<file path="config.mk">
export PLATFORM = sky130hd
export DESIGN_NAME = pdc_cache
export DESIGN_NICKNAME = d
export VERILOG_FILES = /design/src/rtl/pdc_pkg.sv /design/src/rtl/pdc_victim.sv /design/src/rtl/pdc_store.sv /design/src/rtl/pdc_match.sv /design/src/rtl/pdc_cache.sv
export SDC_FILE = /design/constraint.sdc
export NUM_CORES = 2
export LEC_CHECK = 0
export BUFFER_PORTS_ARGS = -buffer_cell sky130_fd_sc_hd__buf_4
export CAP_MARGIN = 20
export CORE_UTILIZATION = 53
export DETAILED_ROUTE_END_ITERATION = 10
export PLACE_DENSITY = 0.68
export SETUP_SLACK_MARGIN = 0.5
export SLEW_MARGIN = 20
export SYNTH_ARGS = -nofsm -noshare
export SYNTH_HDL_FRONTEND = slang
export SYNTH_HIERARCHICAL = 1
export SYNTH_SLANG_ARGS = --single-unit
</file>
<file path="constraint.sdc">
create_clock -name clk -period 10.15 [get_ports clk]
set_input_delay 1.015 -clock clk [delete_from_list [all_inputs] [get_ports clk]]
set_output_delay 1.015 -clock clk [all_outputs]
set_load 0.1 [all_outputs]
</file>
<file path="src/rtl/pdc_pkg.sv">
package pdc_pkg;
  localparam int TAG_W      = 16;
  localparam int VALID_BIT  = 0;
  localparam int HIST_BIT   = 6;
  localparam int ACC_LSB    = 24;
  localparam logic [31:0] KEEP_MASK = 32'hFFFF_F832;

  // Descriptor word as it is held in an entry: valid forced, history clear.
  function automatic logic [31:0] pack_desc(input logic [31:0] pd);
    return (pd & KEEP_MASK) | 32'h1;
  endfunction

  // Tag word: access byte high, address tag low, nothing in between.
  function automatic logic [31:0] pack_tag(input logic [TAG_W-1:0] tag,
                                           input logic [7:0] acc);
    return {acc, 8'h00, tag};
  endfunction
endpackage

</file>
<file path="src/rtl/pdc_victim.sv">
module pdc_victim (
  input  logic l_valid,
  input  logic r_valid,
  input  logic hist,
  output logic pick_right
);
  always_comb begin
    if (!l_valid)      pick_right = 1'b0;
    else if (!r_valid) pick_right = 1'b1;
    else               pick_right = !hist;
  end
endmodule

</file>
<file path="src/rtl/pdc_store.sv">
module pdc_store #(
  parameter int SEC_W = 2,
  parameter int IDX_W = 3,
  localparam int RW   = SEC_W + IDX_W,
  localparam int ROWS = 1 << RW
) (
  input  logic             clk,
  input  logic             rst_n,
  input  logic             flush_en,
  input  logic [SEC_W-1:0] flush_sec,
  input  logic             fill_go,
  input  logic [RW-1:0]    fill_row,
  input  logic             pick_right,
  input  logic [31:0]      new_tag,
  input  logic [31:0]      new_desc,
  input  logic [RW-1:0]    lk_row,
  output logic [31:0]      lk_ltag,
  output logic [31:0]      lk_ldesc,
  output logic [31:0]      lk_rtag,
  output logic [31:0]      lk_rdesc,
  output logic [31:0]      f_ldesc,
  output logic [31:0]      f_rdesc
);
  import pdc_pkg::*;

  logic [31:0] ltag [ROWS];
  logic [31:0] ldesc[ROWS];
  logic [31:0] rtag [ROWS];
  logic [31:0] rdesc[ROWS];

  for (genvar r = 0; r < ROWS; r++) begin : g_row
    localparam logic [SEC_W-1:0] ROW_SEC = SEC_W'(r >> IDX_W);
    always_ff @(posedge clk) begin
      if (!rst_n) begin
        ltag[r]  <= '0;
        ldesc[r] <= '0;
        rtag[r]  <= '0;
        rdesc[r] <= '0;
      end else if (flush_en && flush_sec == ROW_SEC) begin
        ldesc[r][VALID_BIT] <= 1'b0;
        rdesc[r][VALID_BIT] <= 1'b0;
      end else if (fill_go && fill_row == RW'(r)) begin
        if (pick_right) begin
          rtag[r]            <= new_tag;
          rdesc[r]           <= new_desc;
          ldesc[r][HIST_BIT] <= 1'b1;
        end else begin
          ltag[r]  <= new_tag;
          ldesc[r] <= new_desc & ~(32'h1 << HIST_BIT);
        end
      end
    end
  end

  assign lk_ltag  = ltag[lk_row];
  assign lk_ldesc = ldesc[lk_row];
  assign lk_rtag  = rtag[lk_row];
  assign lk_rdesc = rdesc[lk_row];
  assign f_ldesc  = ldesc[fill_row];
  assign f_rdesc  = rdesc[fill_row];

  a_r4_left_fill: assert property (@(posedge clk) disable iff (!rst_n)
    fill_go && !pick_right |=>
      ldesc[$past(fill_row)][VALID_BIT] && !ldesc[$past(fill_row)][HIST_BIT]);

  a_r5_right_fill: assert property (@(posedge clk) disable iff (!rst_n)
    fill_go && pick_right |=>
      rdesc[$past(fill_row)][VALID_BIT] && ldesc[$past(fill_row)][HIST_BIT]);

  a_r6_tag_untouched: assert property (@(posedge clk) disable iff (!rst_n)
    fill_go && pick_right |=> ltag[$past(fill_row)] == $past(f_ltag_w));

  logic [31:0] f_ltag_w;
  assign f_ltag_w = ltag[fill_row];
endmodule

</file>
<file path="src/rtl/pdc_match.sv">
module pdc_match (
  input  logic [15:0] tag,
  input  logic [31:0] ltag,
  input  logic [31:0] ldesc,
  input  logic [31:0] rtag,
  input  logic [31:0] rdesc,
  output logic        hit,
  output logic        right,
  output logic [31:0] desc,
  output logic [7:0]  acc
);
  import pdc_pkg::*;

  logic l_hit, r_hit;
  assign l_hit = ldesc[VALID_BIT] && ltag[TAG_W-1:0] == tag;
  assign r_hit = rdesc[VALID_BIT] && rtag[TAG_W-1:0] == tag;

  always_comb begin
    hit   = l_hit | r_hit;
    right = !l_hit && r_hit;
    desc  = '0;
    acc   = '0;
    if (l_hit) begin
      desc = ldesc & ~(32'h1 << HIST_BIT);
      acc  = ltag[ACC_LSB +: 8];
    end else if (r_hit) begin
      desc = rdesc & ~(32'h1 << HIST_BIT);
      acc  = rtag[ACC_LSB +: 8];
    end
  end
endmodule

</file>
<file path="src/rtl/pdc_cache.sv">
module pdc_cache #(
  parameter int SEC_W    = 2,
  parameter int IDX_W    = 3,
  parameter int PAGE_LSB = 11,
  localparam int RW      = SEC_W + IDX_W,
  localparam int TAG_LSB = PAGE_LSB + IDX_W
) (
  input  logic             clk,
  input  logic             rst_n,
  input  logic [31:0]      lk_va,
  output logic             lk_hit,
  output logic             lk_right,
  output logic [31:0]      lk_desc,
  output logic [20:0]      lk_ppa,
  output logic [7:0]       lk_acc,
  input  logic             fill_en,
  input  logic [31:0]      fill_va,
  input  logic [31:0]      fill_pd,
  input  logic [7:0]       fill_acc,
  input  logic             flush_en,
  input  logic [SEC_W-1:0] flush_sec
);
  import pdc_pkg::*;

  function automatic logic [SEC_W-1:0] va_sec(input logic [31:0] va);
    return va[31 -: SEC_W];
  endfunction

  function automatic logic [RW-1:0] va_row(input logic [31:0] va);
    return RW'(va_sec(va)) * RW'(1 << IDX_W) + RW'(va[PAGE_LSB +: IDX_W]);
  endfunction

  function automatic logic [TAG_W-1:0] va_tag(input logic [31:0] va);
    return va[TAG_LSB +: TAG_W];
  endfunction

  // named internal events
  logic           fill_go;
  logic [RW-1:0]  fill_row, lk_row;
  logic           pick_right;
  logic [SEC_W-1:0] lk_sec;
  logic [31:0]    lk_ltag, lk_ldesc, lk_rtag, lk_rdesc, f_ldesc, f_rdesc;

  assign fill_go  = fill_en && !flush_en;
  assign fill_row = va_row(fill_va);
  assign lk_row   = va_row(lk_va);
  assign lk_sec   = va_sec(lk_va);

  pdc_victim u_victim (
    .l_valid    (f_ldesc[VALID_BIT]),
    .r_valid    (f_rdesc[VALID_BIT]),
    .hist       (f_ldesc[HIST_BIT]),
    .pick_right (pick_right)
  );

  pdc_store #(.SEC_W(SEC_W), .IDX_W(IDX_W)) u_store (
    .clk        (clk),
    .rst_n      (rst_n),
    .flush_en   (flush_en),
    .flush_sec  (flush_sec),
    .fill_go    (fill_go),
    .fill_row   (fill_row),
    .pick_right (pick_right),
    .new_tag    (pack_tag(va_tag(fill_va), fill_acc)),
    .new_desc   (pack_desc(fill_pd)),
    .lk_row     (lk_row),
    .lk_ltag    (lk_ltag),
    .lk_ldesc   (lk_ldesc),
    .lk_rtag    (lk_rtag),
    .lk_rdesc   (lk_rdesc),
    .f_ldesc    (f_ldesc),
    .f_rdesc    (f_rdesc)
  );

  pdc_match u_match (
    .tag   (va_tag(lk_va)),
    .ltag  (lk_ltag),
    .ldesc (lk_ldesc),
    .rtag  (lk_rtag),
    .rdesc (lk_rdesc),
    .hit   (lk_hit),
    .right (lk_right),
    .desc  (lk_desc),
    .acc   (lk_acc)
  );

  assign lk_ppa = lk_desc[31:11];

  // the cycle after a flush, nothing in that section can hit
  a_r7_flushed_miss: assert property (@(posedge clk) disable iff (!rst_n)
    flush_en |=> (lk_sec != $past(flush_sec)) || !lk_hit);

  // a hit always carries a valid descriptor with history hidden
  a_r3_hit_desc: assert property (@(posedge clk) disable iff (!rst_n)
    lk_hit |-> lk_desc[VALID_BIT] && !lk_desc[HIST_BIT]);
endmodule

</file>
Word-level counts from Yosys, hierarchy flattened

Memory sizes are Yosys's and may differ from the RTL's.
Cells that the tools add are included.

Output and inout bits: 63
Word-level logic and storage cells: 1069
Bits in registers: 0
Memories: 4
Bits in writable memories: 3168

Eq/ne operators: 36
Reductions and logical operators: 45
Muxes and demuxes: 629
Add/sub/neg operators: 2
Bitwise operators: 353

Memory list:

| name          | depth | bits a word | read ports | clocked after Yosys merged registers in | write ports | line            | text |
|---|---|---|---|---|---|---|---|
| u_store.ldesc | 32    | 26          | 2          | 0                                       | 32          | pdc_store.sv:27 | `logic [31:0] ldesc[ROWS];` |
| u_store.rdesc | 32    | 25          | 2          | 0                                       | 32          | pdc_store.sv:29 | `logic [31:0] rdesc[ROWS];` |
| u_store.ltag  | 32    | 24          | 1          | 0                                       | 32          | pdc_store.sv:26 | `logic [31:0] ltag [ROWS];` |
| u_store.rtag  | 32    | 24          | 1          | 0                                       | 32          | pdc_store.sv:28 | `logic [31:0] rtag [ROWS];` |

Operator list:

| kind                                           | number |
|---|---|
| 2-to-1 mux 24 bit                              | 96 |
| 2-to-1 mux 21 bit                              | 32 |
| 2-to-1 mux 1 bit                               | 465 |
| OR 1 bit                                       | 353 |
| 2-to-1 mux 3 bit                               | 32 |
| == test 5 bit (second input constant)          | 16 |
| 2-to-1 mux 32 bit                              | 2 |
| == test 5 x 4 -> 1 bit (second input constant) | 8 |
| logical AND 1 bit                              | 40 |
| == test 16 bit                                 | 2 |
| == test 5 x 3 -> 1 bit (second input constant) | 4 |
| 2-to-1 mux 8 bit                               | 2 |
| adder 5 x 3 -> 5 bit                           | 2 |
| == test 5 x 2 -> 1 bit (second input constant) | 2 |
| == test 5 x 1 -> 1 bit (second input constant) | 1 |
| zero test 5 bit                                | 1 |
| == test 2 bit (second input constant)          | 2 |
| zero test 1 bit                                | 3 |
| == test 2 x 1 -> 1 bit (second input constant) | 1 |
| zero test 2 bit                                | 1 |

Longest topological paths before layout

An unclocked memory read counts as a cell.

Depth after elaboration: 12
Gate-level depth with buffers: 16

Cells and area by module

The synthesis kept the hierarchy.

By module, submodules not included:

| module     | area each (sq um) | instances | sequential area each (sq um) | cells each |
|---|---|---|---|---|
| pdc_store  | 197594.5          | 1         | 122998.0                     | 12485 |
| pdc_match  | 1286.2            | 1         | 0.0                          | 182 |
| pdc_cache  | 178.9             | 1         | 0.0                          | 24 |
| pdc_victim | 11.3              | 1         | 0.0                          | 1 |

Worst setup path after synthesis

No wires, ideal clock.

Path kind: input port to flip-flop
From: input fill_va[11]
To: memory u_store/rdesc[9][10] (netlist name) (enable)
Setup slack: 1.857 ns
Data arrival time: 7.722 ns
Stages: 13
Data required time: 9.579 ns
Cells stage by stage: buf_6 buf_4 buf_4 mux4_2 o22ai_1 nor4_2 a21boi_2 buf_2 and3b_2 nand2_2 clkbuf_1 clkbuf_1 o21ai_0

RTL lines:

| what               | line            | text |
|---|---|---|
| start: declaration | pdc_cache.sv:17 | `input logic [31:0] fill_va,` |
| end: declaration   | pdc_store.sv:29 |  |

Final worst setup path

From: input lk_va[12]
To: output lk_desc[27]

Longest elaborated chain between the ends: 6
Elaborated cells on any way between the ends: 11
Classes of those cells: 1 x add/sub; 2 x eq/ne; 2 x mux; 2 x reduce/logical; 4 x memory

Ends and longest elaborated chain:

| what                 | line            | text |
|---|---|---|
| start: declaration   | pdc_cache.sv:10 | `input logic [31:0] lk_va,` |
| adder 5 x 3 -> 5 bit | pdc_cache.sv:30 | `return RW'(va_sec(va)) * RW'(1 << IDX_W) + RW'(va[PAGE_LSB +: IDX_W]);` |
| memory (32 x 24 bit) | n/a             |  |
| net lk_rtag[1]       | pdc_cache.sv:42 | `logic [31:0] lk_ltag, lk_ldesc, lk_rtag, lk_rdesc, f_ldesc, f_rdesc;` |
| == test 16 bit       | pdc_match.sv:16 | `assign r_hit = rdesc[VALID_BIT] && rtag[TAG_W-1:0] == tag;` |
| logical AND 1 bit    | pdc_match.sv:16 |  |
| 2-to-1 mux 32 bit    | pdc_match.sv:26 | `end else if (r_hit) begin` |
| 2-to-1 mux 32 bit    | pdc_match.sv:23 | `if (l_hit) begin` |
| end: declaration     | pdc_cache.sv:13 | `output logic [31:0] lk_desc,` |

The timed path passes the listed nets, and every way through them passes these cells.

==> metrics.txt <==
# TYPE chip_impl_metric gauge
chip_impl_info{name="run_status",value="finished clean"} 1
chip_impl_metric{name="ant_nets",unit=""} 0
chip_impl_metric{name="die_y",unit="microns"} 553.9
chip_impl_metric{name="seq_power_share",unit=""} 0.519
chip_impl_metric{name="max_fanout_on_critical_path",unit=""} 35
chip_impl_info{name="crit-reg2reg-capture",value="u_store/rtag[13][1]"} 1
chip_impl_info{name="setup.worst_path.start",value="lk_va[12]"} 1
chip_impl_metric{name="cellInternalPower",unit="mW"} 24.83
chip_impl_metric{name="achievable-frequency",unit="GHz"} 0.1257
chip_impl_metric{name="synth-warning-count",unit=""} 6
chip_impl_info{name="worstSetupEndpointType",value="output pin"} 1
chip_impl_metric{name="report.final.hold_viol_count",unit=""} 0
chip_impl_metric{name="max_cap_viol_count",unit=""} 0
chip_impl_metric{name="syn_avg_cell_area",unit="sq um"} 15.52
chip_impl_metric{name="number_of_input_and_output_port_buffers_inserted",unit=""} 141
chip_impl_info{name="clock_tree_from_tritoncts",value="built"} 1
chip_impl_metric{name="clock_tree.buffer_depth",unit=""} 4
chip_impl_metric{name="first_pass_grt_wire_length",unit="microns"} 693000
chip_impl_metric{name="total_count_of_max_transition_violations_in_the_final_report",unit=""} 0
chip_impl_metric{name="worst-r2r-setup-slack",unit="ns"} 4.95
chip_impl_metric{name="switching_power",unit="mW"} 7.401
chip_impl_metric{name="power_switching_share",unit=""} 0.2296
chip_impl_metric{name="netlist_instances",unit=""} 10400
chip_impl_metric{name="gp_routability_congestion",unit=""} 0.8666
chip_impl_metric{name="fillerInstances",unit=""} 22550
chip_impl_info{name="critPathLaunchType",value="primary input"} 1
chip_impl_metric{name="dp_cells",unit=""} 13520
chip_impl_metric{name="cts.htree.levels",unit=""} 5
chip_impl_info{name="reg2reg_launch_point",value="u_store/rdesc[27][0]"} 1
chip_impl_metric{name="fin_crit_sh",unit=""} 0.7838
chip_impl_metric{name="initial_drc_count",unit=""} 14260
chip_impl_metric{name="finalWorstPathRequiredPeriod",unit="ns"} 7.956
chip_impl_info{name="root_buffer_master",value="sky130_fd_sc_hd__clkbuf_16"} 1
chip_impl_metric{name="track_usage",unit=""} 0.3230
chip_impl_metric{name="number_of_antenna_violations_at_the_first_check_in_global_routing",unit=""} 56
chip_impl_info{name="critical_path.endpoint",value="lk_desc[27]"} 1
chip_impl_metric{name="core_region_area",unit="sq mm"} 0.3028
chip_impl_info{name="worst_hold_path_type",value="primary input to register"} 1
chip_impl_metric{name="post_route_cells_drive_above_1_share",unit=""} 0.1985
chip_impl_metric{name="layoutNonFillerInstCount",unit=""} 14230
chip_impl_metric{name="maximum_number_of_pins_on_one_net_before_global_route_repair",unit=""} 128
chip_impl_metric{name="share_comb_of_total_power",unit=""} 0.071
chip_impl_metric{name="post-cts-setup-buffers",unit=""} 0
chip_impl_metric{name="cts_resized",unit=""} 0
chip_impl_metric{name="cellLeakagePower",unit="nW"} 63.50
chip_impl_metric{name="syn_to_final_growth",unit="%"} 9.855
chip_impl_metric{name="worst_slew_margin_rel",unit=""} 0.08138
chip_impl_metric{name="holdBufCountCts",unit=""} 0
chip_impl_metric{name="die_w",unit="microns"} 553.9
chip_impl_metric{name="reg2reg_depth",unit=""} 9
chip_impl_metric{name="start_util",unit=""} 0.5331
chip_impl_metric{name="irDropWorstVdd",unit="mV"} 0.1573
chip_impl_metric{name="drc_errors",unit=""} 0
chip_impl_metric{name="cts-buffers-inserted",unit=""} 367
chip_impl_metric{name="worst-slew-pin-transition",unit="ns"} 1.367
chip_impl_metric{name="worst_setup_hold_path_clk_slew",unit="ns"} 0.06
chip_impl_metric{name="detailed_place_hpwl",unit="microns"} 271000
chip_impl_metric{name="layout.nets",unit=""} 10020
chip_impl_metric{name="finalPower",unit="mW"} 32.23
chip_impl_metric{name="clock_skew_after_layout",unit="ns"} 0.09427
chip_impl_metric{name="fp-row-count",unit=""} 202
chip_impl_metric{name="routed_via_density",unit=""} 6.555
chip_impl_metric{name="clock_latency",unit="ns"} 1.02
chip_impl_metric{name="grt.overflow.total",unit=""} 0
chip_impl_info{name="timing_worst_setup_path_type",value="primary input to output pin"} 1
chip_impl_metric{name="die_area",unit="sq mm"} 0.3068
chip_impl_metric{name="clock_sinks",unit=""} 3552
chip_impl_metric{name="final.setup.tns",unit="ns"} 0
chip_impl_metric{name="dr_total_vias",unit=""} 93250
chip_impl_metric{name="num_io_pins",unit=""} 173
chip_impl_metric{name="wl_per_cell",unit="microns"} 35.02
chip_impl_metric{name="post_synth_instance_area",unit="sq mm"} 0.1614
chip_impl_metric{name="route.final.wire_length",unit="microns"} 498300
chip_impl_metric{name="pwr-share-clk",unit=""} 0.410
chip_impl_metric{name="worst_ep_required_time",unit="ns"} 9.14
chip_impl_metric{name="setup_viol_count_final",unit=""} 0
chip_impl_metric{name="vias_in_the_first_global_route",unit=""} 92770
chip_impl_info{name="grt_setup_unrepaired",value="false"} 1
chip_impl_metric{name="powerDensity",unit="mW/mm^2"} 181.7
chip_impl_metric{name="worst-endpoint-arrival",unit="ns"} 6.94
chip_impl_metric{name="detailedRoute.firstPassIterationCount",unit=""} 9
-- worst max-delay path: stages --
cell and delay (ns):
sky130_fd_sc_hd__buf_4 0.46, sky130_fd_sc_hd__nand2b_1 0.34, sky130_fd_sc_hd__or2_4 0.57, sky130_fd_sc_hd__buf_4 0.53, sky130_fd_sc_hd__o22ai_1 0.23, sky130_fd_sc_hd__nor4_1 0.89, sky130_fd_sc_hd__xor2_1 0.14, sky130_fd_sc_hd__nor4_1 0.33
sky130_fd_sc_hd__o2111a_2 0.74, sky130_fd_sc_hd__nand4_1 0.20, sky130_fd_sc_hd__mux2i_1 0.95, sky130_fd_sc_hd__buf_4 0.46
-- through the flow --
step	util	area (sq um)	hold slack, ns	setup slack [ns]
finish	0.5857	177300	0.6439	2.194
global route	0.5854	177200	0.6686	2.240
CTS	0.5849	177100	0.6296	2.464
detailed placement	0.5466	165500	1.617	2.507
global placement	0.5464	165400	1.613	2.536
floorplan	-	161400	1.389	2.732
-- per-layer routing --
layer  part of all wire  vias to the layer above  GRT usage  wire length, microns
li1                   -                    37220          -                     -
met1               0.35                    48090     0.4097                173300
met4              0.064                       10     0.1755                 32070
met2               0.47                     6517     0.5178                235000
met5            0.00013                        -          0                    64
met3               0.12                     1411    0.07490                 57880
-- cells in the final DEF, fill, tap and decap left out, drive strengths merged, types with 2 or more instances in the layout --
cell / count
and3: 2
diode: 41
or3: 3
and3b: 2
mux2i: 86
nand3b: 5
buf: 435
a21oi: 12
clkinv: 176
a22oi: 24
nand2b: 18
bufinv: 32
mux4: 880
conb: 8
xnor2: 16
nand4: 51
o21ai: 152
nand2: 45
nor2b: 7
nor4: 110
edfxtp: 3552
clkbuf: 437
nor2: 71
xor2: 13
o22ai: 429
nor3: 6
clkinvlp: 10
and2: 3530
or2: 4
nand3: 28
inv: 53
and2b: 4
-- state kept, by name, indices dropped and copies added (netlist names) --
name           count
u_store/rtag     768
u_store/ltag     768
u_store/ldesc   1024
u_store/rdesc    992
-- how the worst min path moves through the flow --
stage / startpoint / endpoint / slack (ns) / cells after the start
2_1_floorplan: fill_va[30] / u_store/ldesc[16][6] / 1.39 / 3
3_3_place_gp: flush_sec[0] / u_store/ldesc[12][6] / 1.61 / 4
3_5_place_dp: flush_sec[0] / u_store/ldesc[12][6] / 1.62 / 4
4_1_cts: fill_va[28] / u_store/ltag[1][14] / 0.63 / 2
5_1_grt: fill_va[28] / u_store/ltag[5][14] / 0.67 / 2
6_report: fill_va[28] / u_store/ltag[1][14] / 0.64 / 2
-- power by group through the flow --
stage               Clock [mW]  Combinational, mW  Sequential (mW)
global route              13.8               2.34             16.8
global placement             0               2.19             17.0
floorplan                    0               1.30             17.1
detailed placement           0               2.22             17.1
CTS                       13.3               2.22             16.7
finish                    13.2               2.28             16.7
-- area by class of cell --
class	count	area (sq um)	area share
inverter	42	157.7	0.0008890
antenna	41	102.6	0.0005786
timing repair buffer	436	3556	0.02005
clock buffer	436	9507	0.05361
multi-input combinational	5512	50280	0.2835
sequential	3552	106700	0.6015
clock inverter	229	2091	0.01179
tap	3978	4977	0.02807
Power figures use the tool's default switching activity.
